File: config.mk
export PLATFORM = sky130hd
export DESIGN_NAME = instr_loader
export DESIGN_NICKNAME = d
export VERILOG_FILES = /design/src/rtl/ldr_pkg.sv /design/src/rtl/ldr_seq_fsm.sv /design/src/rtl/ldr_byte_counter.sv /design/src/rtl/ldr_capture.sv /design/src/rtl/instr_loader.sv
export SDC_FILE = /design/constraint.sdc
export NUM_CORES = 1
export LEC_CHECK = 0
export BUFFER_PORTS_ARGS = -buffer_cell sky130_fd_sc_hd__buf_2
export CAP_MARGIN = 20
export CORE_MARGIN = 1.5
export CORE_UTILIZATION = 45
export DETAILED_ROUTE_END_ITERATION = 8
export PLACE_DENSITY = 0.76
export RECOVER_POWER = 100
export SETUP_SLACK_MARGIN = 0.02
export SLEW_MARGIN = 20
export SYNTH_ARGS = -nofsm -noshare
export SYNTH_HDL_FRONTEND = slang
export SYNTH_SLANG_ARGS = --single-unit
File: constraint.sdc
create_clock -name clk -period 1.9 [get_ports clk]
set_input_delay 0.19 -clock clk [delete_from_list [all_inputs] [get_ports clk]]
set_output_delay 0.19 -clock clk [all_outputs]
set_load 0.05 [all_outputs]
File: src/rtl/ldr_pkg.sv
package ldr_pkg;
   typedef enum logic [1:0] {
      CLS_MICRO  = 2'b00,
      CLS_LOGIC  = 2'b01,
      CLS_PREFIX = 2'b10,
      CLS_MODRM  = 2'b11
   } grp_class_e;

   typedef enum logic [1:0] {
      ST_OPC   = 2'b00,
      ST_SC    = 2'b01,
      ST_MODRM = 2'b10,
      ST_EXEC  = 2'b11
   } ldr_state_e;
endpackage

File: src/rtl/ldr_seq_fsm.sv
module ldr_seq_fsm
   import ldr_pkg::*;
(
   input  logic       clk,
   input  logic       rst,
   input  logic       q_valid,
   input  logic [1:0] grp_class,
   input  logic       mc_qread,
   input  logic       mc_run_next,
   output logic       q_ready,
   output logic       pop,
   output logic       first_clk,
   output logic       second_clk,
   output logic       exec_active,
   output logic       modrm_take
);
   ldr_state_e state, state_nx;
   grp_class_e cls;

   assign cls = grp_class_e'(grp_class);

   always_comb begin
      q_ready = 1'b0;
      unique case (state)
         ST_OPC:   q_ready = 1'b1;
         ST_MODRM: q_ready = 1'b1;
         ST_EXEC:  q_ready = mc_qread;
         default:  q_ready = 1'b0;
      endcase
   end

   assign pop         = q_ready & q_valid;
   assign first_clk   = (state == ST_OPC) & q_valid;
   assign modrm_take  = (state == ST_MODRM) & q_valid;
   assign second_clk  = (state == ST_SC) | modrm_take;
   assign exec_active = (state == ST_EXEC);

   always_comb begin
      state_nx = state;
      unique case (state)
         ST_OPC: if (q_valid) begin
            unique case (cls)
               CLS_LOGIC, CLS_PREFIX: state_nx = ST_SC;
               CLS_MODRM:             state_nx = ST_MODRM;
               default:               state_nx = ST_EXEC;
            endcase
         end
         ST_SC:    state_nx = ST_OPC;
         ST_MODRM: if (q_valid) state_nx = ST_EXEC;
         default:  if (mc_run_next) state_nx = ST_OPC;
      endcase
   end

   always_ff @(posedge clk) begin
      if (rst) state <= ST_OPC;
      else     state <= state_nx;
   end

   assert_strobe_exclusive_R3: assert property (@(posedge clk) disable iff (rst)
      !(first_clk && second_clk));
   assert_logic_sc_follows_R3: assert property (@(posedge clk) disable iff (rst)
      (first_clk && (cls == CLS_LOGIC || cls == CLS_PREFIX)) |=> (second_clk && !q_ready));
   assert_modrm_to_exec_R5: assert property (@(posedge clk) disable iff (rst)
      modrm_take |=> exec_active);
   assert_micro_no_sc_R6: assert property (@(posedge clk) disable iff (rst)
      (first_clk && cls == CLS_MICRO) |=> (exec_active && !second_clk));
   assert_run_next_R8: assert property (@(posedge clk) disable iff (rst)
      (exec_active && mc_run_next) |=> (!exec_active && q_ready));
   assert_stall_hold_R9: assert property (@(posedge clk) disable iff (rst)
      (state == ST_OPC && !q_valid) |=> (state == ST_OPC));
endmodule

File: src/rtl/ldr_byte_counter.sv
module ldr_byte_counter #(
   parameter int CNT_W     = 4,
   parameter bit SAT_COUNT = 1'b1
) (
   input  logic             clk,
   input  logic             rst,
   input  logic             start,
   input  logic             pop,
   output logic [CNT_W-1:0] count
);
   localparam logic [CNT_W-1:0] CNT_MAX = {CNT_W{1'b1}};
   localparam logic [CNT_W-1:0] CNT_ONE = CNT_W'(1);

   logic [CNT_W-1:0] inc;

   generate
      if (SAT_COUNT) begin : g_sat
         assign inc = (count == CNT_MAX) ? count : count + CNT_ONE;
      end else begin : g_wrap
         assign inc = count + CNT_ONE;
      end
   endgenerate

   always_ff @(posedge clk) begin
      if (rst)        count <= '0;
      else if (start) count <= CNT_ONE;
      else if (pop)   count <= inc;
   end

   assert_count_restart_R10: assert property (@(posedge clk) disable iff (rst)
      start |=> (count == CNT_ONE));
   assert_count_idle_R10: assert property (@(posedge clk) disable iff (rst)
      (!start && !pop) |=> $stable(count));
endmodule

File: src/rtl/ldr_capture.sv
module ldr_capture #(
   parameter int DATA_W = 8
) (
   input  logic              clk,
   input  logic              rst,
   input  logic              op_en,
   input  logic              mr_en,
   input  logic [DATA_W-1:0] din,
   output logic [DATA_W-1:0] opcode,
   output logic [DATA_W-1:0] modrm
);
   always_ff @(posedge clk) begin
      if (rst) begin
         opcode <= '0;
         modrm  <= '0;
      end else begin
         if (op_en) opcode <= din;
         if (mr_en) modrm  <= din;
      end
   end

   assert_opcode_capture_R2: assert property (@(posedge clk) disable iff (rst)
      op_en |=> (opcode == $past(din)));
   assert_modrm_capture_R5: assert property (@(posedge clk) disable iff (rst)
      mr_en |=> (modrm == $past(din)));
endmodule

File: src/rtl/instr_loader.sv
module instr_loader #(
   parameter int DATA_W    = 8,
   parameter int CNT_W     = 4,
   parameter bit SAT_COUNT = 1'b1
) (
   input  logic              clk,
   input  logic              rst,
   input  logic              q_valid,
   input  logic [DATA_W-1:0] q_data,
   output logic              q_ready,
   input  logic [1:0]        grp_class,
   input  logic              mc_qread,
   input  logic              mc_run_next,
   output logic              first_clk,
   output logic              second_clk,
   output logic              exec_active,
   output logic [DATA_W-1:0] opcode,
   output logic [DATA_W-1:0] modrm,
   output logic [CNT_W-1:0]  byte_count
);
   if (DATA_W < 1) begin : g_bad_data_w
      $error("DATA_W must be at least 1");
   end
   if (CNT_W < 2) begin : g_bad_cnt_w
      $error("CNT_W must be at least 2");
   end

   logic pop, modrm_take;

   ldr_seq_fsm u_fsm (
      .clk(clk), .rst(rst), .q_valid(q_valid), .grp_class(grp_class),
      .mc_qread(mc_qread), .mc_run_next(mc_run_next), .q_ready(q_ready),
      .pop(pop), .first_clk(first_clk), .second_clk(second_clk),
      .exec_active(exec_active), .modrm_take(modrm_take)
   );

   ldr_byte_counter #(.CNT_W(CNT_W), .SAT_COUNT(SAT_COUNT)) u_cnt (
      .clk(clk), .rst(rst), .start(first_clk), .pop(pop), .count(byte_count)
   );

   ldr_capture #(.DATA_W(DATA_W)) u_cap (
      .clk(clk), .rst(rst), .op_en(first_clk), .mr_en(modrm_take),
      .din(q_data), .opcode(opcode), .modrm(modrm)
   );

   assert_exec_ready_R7: assert property (@(posedge clk) disable iff (rst)
      exec_active |-> (q_ready == mc_qread));
   assert_no_pop_empty_R9: assert property (@(posedge clk) disable iff (rst)
      !q_valid |-> !(first_clk || (second_clk && !$past(first_clk))));
endmodule

# Word level (Yosys, flattened, before mapping)
# Cells that the tools add are included.
# word_totals
ff_bits	22
inputBits	15
word_cells	39
# classes
add_sub_neg	1
eq_ne	10
mux	9
n_bitwise	5
reduce_logical	9
# op_table
cell	n
equality test 2 bit, second input constant	4
2-to-1 mux 2 bit	3
!= test 2 bit, second input constant	3
one-hot mux 2 bit (3 select lines)	1
OR reduction 2 bit	3
adder 4 x 1 -> 4 bit, second input constant	1
equality test 2 x 1 -> 1 bit, second input constant	2
equality test 4 bit, second input constant	1
one-hot mux 2 bit (2 select lines)	1
AND reduction 2 bit	2
nonzero test 4 bit	1
bitwise AND 1 bit	3
2-to-1 mux 1 bit	3
AND reduction 3 bit	1
zero test 2 bit	1
one-hot mux 1 bit (2 select lines)	1
nonzero test 2 bit	1
inverter 1 bit	1
OR 1 bit	1

# Longest topological paths before layout
# depth
depth_word	6
depth_mapped	4
ltp_nobuf	4

# Modules after synthesis
# A second synthesis with hierarchy kept.
# unflattened
hier_cells	103
hier_area_um2	1029.7
# by_module_without_submodules
mod	n_inst	cells_each	area_per_inst_um2	seq_area_each_um2
ldr_capture	1	52	579.3	320.3
ldr_seq_fsm	1	29	255.2	40.0
ldr_byte_counter	1	22	195.2	80.1

# Worst setup path after synthesis
# OpenSTA, ideal clock, no wires.
# synth_timing
path_type	reg-to-output
startpoint	register u_fsm.state[0]
endpoint	output second_clk
arrival_ns	1.511
required_ns	1.710
setup_slack_ns	0.199
path_stages_with_launch	3
path_cell_list	dfxtp_1 -> inv_1 -> o21ai_0
# synth_between
elab_chain_len	3
elab_cells_between_ends	4
cone_classes	eq/ne (2); bitwise (2)
# synth_rtl
element	line_no	text
from (decl)	ldr_seq_fsm.sv:17	ldr_state_e state, state_nx;
from (signal assigned)	ldr_seq_fsm.sv:56	else state <= state_nx;
equality test 2 bit	ldr_seq_fsm.sv:34	assign modrm_take = (state == ST_MODRM) & q_valid;
bitwise AND 1 bit	ldr_seq_fsm.sv:34	
OR 1 bit *	ldr_seq_fsm.sv:35	assign second_clk = (state == ST_SC) | modrm_take;
to (decl)	instr_loader.sv:15	output logic second_clk,
# Mark *: on every way between the ends. The rest lies on a longest branch, timed or not.

# Final worst setup path
# layout_timing
startpoint	register u_fsm.state[1]
endpoint	output exec_active
# layout_between
elab_chain_len	1
# layout_rtl
element	line_no	text
equality test 2 bit	ldr_seq_fsm.sv:36	assign exec_active = (state == ST_EXEC);
to (decl)	instr_loader.sv:16	output logic exec_active,
# Every way passes these cells.

==> impl_metrics.tcl <==
set metrics [dict create \
    yosys_warnings 0 \
    final_nets 152 \
    io_buffers 38 \
    rsz0062_at_grt "no" \
    drive_above_1_share 0.209 \
    slew_viol_final 0 \
    antennaDiodeCount 0 \
    hold_end "u_cap.modrm[4]$_SDFFE_PP0P_" \
    antenna_found_initial 0 \
    cap_violations 0 \
    fin_util 0.591 \
    setup_violations 0 \
    grt_start_max_net_pins 21 \
    drt_first_pass_iters 4 \
    grt_pass1_vias 696 \
    async_flop_share 0 \
    path_class "reg -> out" \
    synth_top_flop_cell "dfxtp_1" \
    grt_pass1_wl_mm 2.90 \
    hold_violations 0 \
    chipHeight_um 48.1 \
    dp_hpwl_mm 1.46 \
    vdd_drop_max_mv 0.720 \
    fmax_ghz 0.616 \
    r2r_cells 4 \
    routed_wl_mm 1.92 \
    dp_cells 157 \
    cp.arrival_ps 1430 \
    fin_crit_sh 0.855 \
    finalSetupTns_ps 0 \
    crit_required_ps 1710 \
    ys_types 27 \
    cts_tree "done" \
    leakage_nw 0.527 \
    holdBufCountCts 0 \
    synth-edff-count 0 \
    die_x_um 48.1 \
    grtUsageTotal 0.180 \
    ios 39 \
    clockRootBuffer "clkbuf_4" \
    path_clk_slew_ps 120 \
    ys_seq_area_frac 0.482 \
    row_count 16 \
    synth_nets 110 \
    worstSkewPairLatency_ps 300 \
    drcViolationCount 0 \
    worstMarginPinSlew_ps 618 \
    postCtsSetupBuffers 0 \
    post-route-min-period_ps 1620 \
    design.core.area_mm2 0.00194 \
    cts_resized 0 \
    r2r_slack_ps 410 \
    stdcell_count 161 \
    gp_congestion 0.767 \
    dieArea_mm2 0.00231 \
    synth.avg_cell_area_um2 9.82 \
    run_status "finished clean" \
    hold-path-cell-count 3 \
    synthCells 93 \
    wl_per_cell_um 11.9 \
    crit_fanout 8 \
    drt_iter0_drc 9 \
    netlist_area_um2 913 \
    hold_class "in -> reg" \
    reg2reg_to "u_cap.modrm[7]$_SDFFE_PP0P_" \
    start_util 0.470 \
    viasPerCell 5.04 \
    synth-seq-cells 22 \
    vias 811 \
    clock-sinks 22 \
    power_density_mw_per_mm2 874 \
    ant_nets 0 \
    worstHoldStart "q_data[4]" \
    cts_made_buffers 3 \
    grt_remaining_overflow 0 \
    htreeDepth 1 \
    cts_buffer_depth 2 \
    endpoint_kind "output pin" \
    max_slew_margin 0.588 \
    syn_to_final_growth_pct 25.6 \
    skew_ps 2.30 \
    hold_ws_ps 134 \
    critPathLaunchType "flip-flop" \
    reg2reg_from "u_fsm.state[0]$_SDFFE_PP0P_" \
]
-- worst max-delay path, cell delays in order (launching register included) --
cell and delay [ps]:
dfxtp_1 490, and2_2 190, clkbuf_1 460
-- flip-flops by register name, summed over array words and instances, names as in the netlist --
signal / count
u_cap.opcode: 8
u_cnt.count: 4
u_cap.modrm: 8
u_fsm.state: 2
-- cell usage after synthesis (2+ instances only) --
cell type	number	area (um2)
a21oi_1	4	20.0
a31oi_1	2	12.5
clkbuf_1	2	7.51
dfxtp_1	22	440
ha_1	2	25.0
inv_1	4	15.0
mux2i_1	16	160
nand3b_1	2	15.0
nor2_1	16	60.1
nor2b_1	2	12.5
nor3_1	2	10.0
o21ai_0	2	10.0
o31ai_1	2	15.0
or2_2	2	12.5
-- layer usage --
layer | routed length (um) | vias up | GRT usage
li1 | - | 408 | -
met1 | 863 | 374 | 0.231
met2 | 954 | 29 | 0.299
met3 | 105 | 0 | 0.0679
met4 | 0 | 0 | 0.0162
met5 | 0 | - | 0
-- area by class of cell --
type	count	area, um2
timing repair buffer	41	179
fill	201	795
multi-input combinational	62	439
sequential	22	440
inverter	5	18.8
clock buffer	4	36.3
tap	27	33.8
-- worst max-delay path by stage --
stage	start	end	slack, ps	cells after the start
after detailed placement	u_cnt.count[0]$_SDFFE_PP0P_	u_cnt.count[0]$_SDFFE_PP0P_	450	4
after global placement	u_cnt.count[0]$_SDFFE_PP0P_	u_cnt.count[0]$_SDFFE_PP0P_	520	4
after floorplan	u_fsm.state[0]$_SDFFE_PP0P_	second_clk	200	2
after global routing	u_fsm.state[1]$_SDFFE_PP0P_	first_clk	200	3
final	u_fsm.state[1]$_SDFFE_PP0P_	exec_active	280	2
after CTS	u_fsm.state[1]$_SDFFE_PP0P_	first_clk	280	3
-- placed cells by master, fill, tap and decap left out, types with 2 or more instances in the layout --
| cell | netlist | layout |
|---|---|---|
| buf_2 | 1 | 15 |
| nor2_1 | 16 | 16 |
| nor3_1 | 2 | 2 |
| clkbuf_2 | 0 | 2 |
| a21oi_1 | 4 | 4 |
| nor2b_1 | 2 | 2 |
| clkbuf_1 | 2 | 23 |
| ha_1 | 2 | 2 |
| clkbuf_4 | 0 | 3 |
| a31oi_1 | 2 | 2 |
| o21ai_0 | 2 | 2 |
| nand3b_1 | 2 | 2 |
| dfxtp_1 | 22 | 22 |
| or2_2 | 2 | 2 |
| mux2i_1 | 16 | 16 |
| o31ai_1 | 2 | 2 |
| inv_1 | 4 | 4 |
-- stage by stage --
stage               cell area (um2)  setup WS, ps  total power, mW
finish                         1150           276             1.00
global route                   1150           205             1.05
floorplan                       913           199            0.703
CTS                            1180           282             1.03
global placement               1140           516            0.766
detailed placement             1140           451            0.774
-- where the power goes --
| part | leakage (nW) | internal (mW) | switching, mW |
|---|---|---|---|
| sequential | 0.180 | 0.488 | 0.0208 |
| combinational | 0.327 | 0.0695 | 0.174 |
| clock | 0.0210 | 0.117 | 0.133 |
-- cell families after synthesis --
group	count (synthesis)	share of synthesized area
adder cells (fa/ha/maj)	2	0.0274
AO/OA/AOI/OAI	13	0.0931
multiplexers	16	0.175
buffers and inverters	9	0.0425
AND/OR/NAND/NOR	31	0.179
flip-flops	22	0.482
Power figures use the tool's default switching activity.
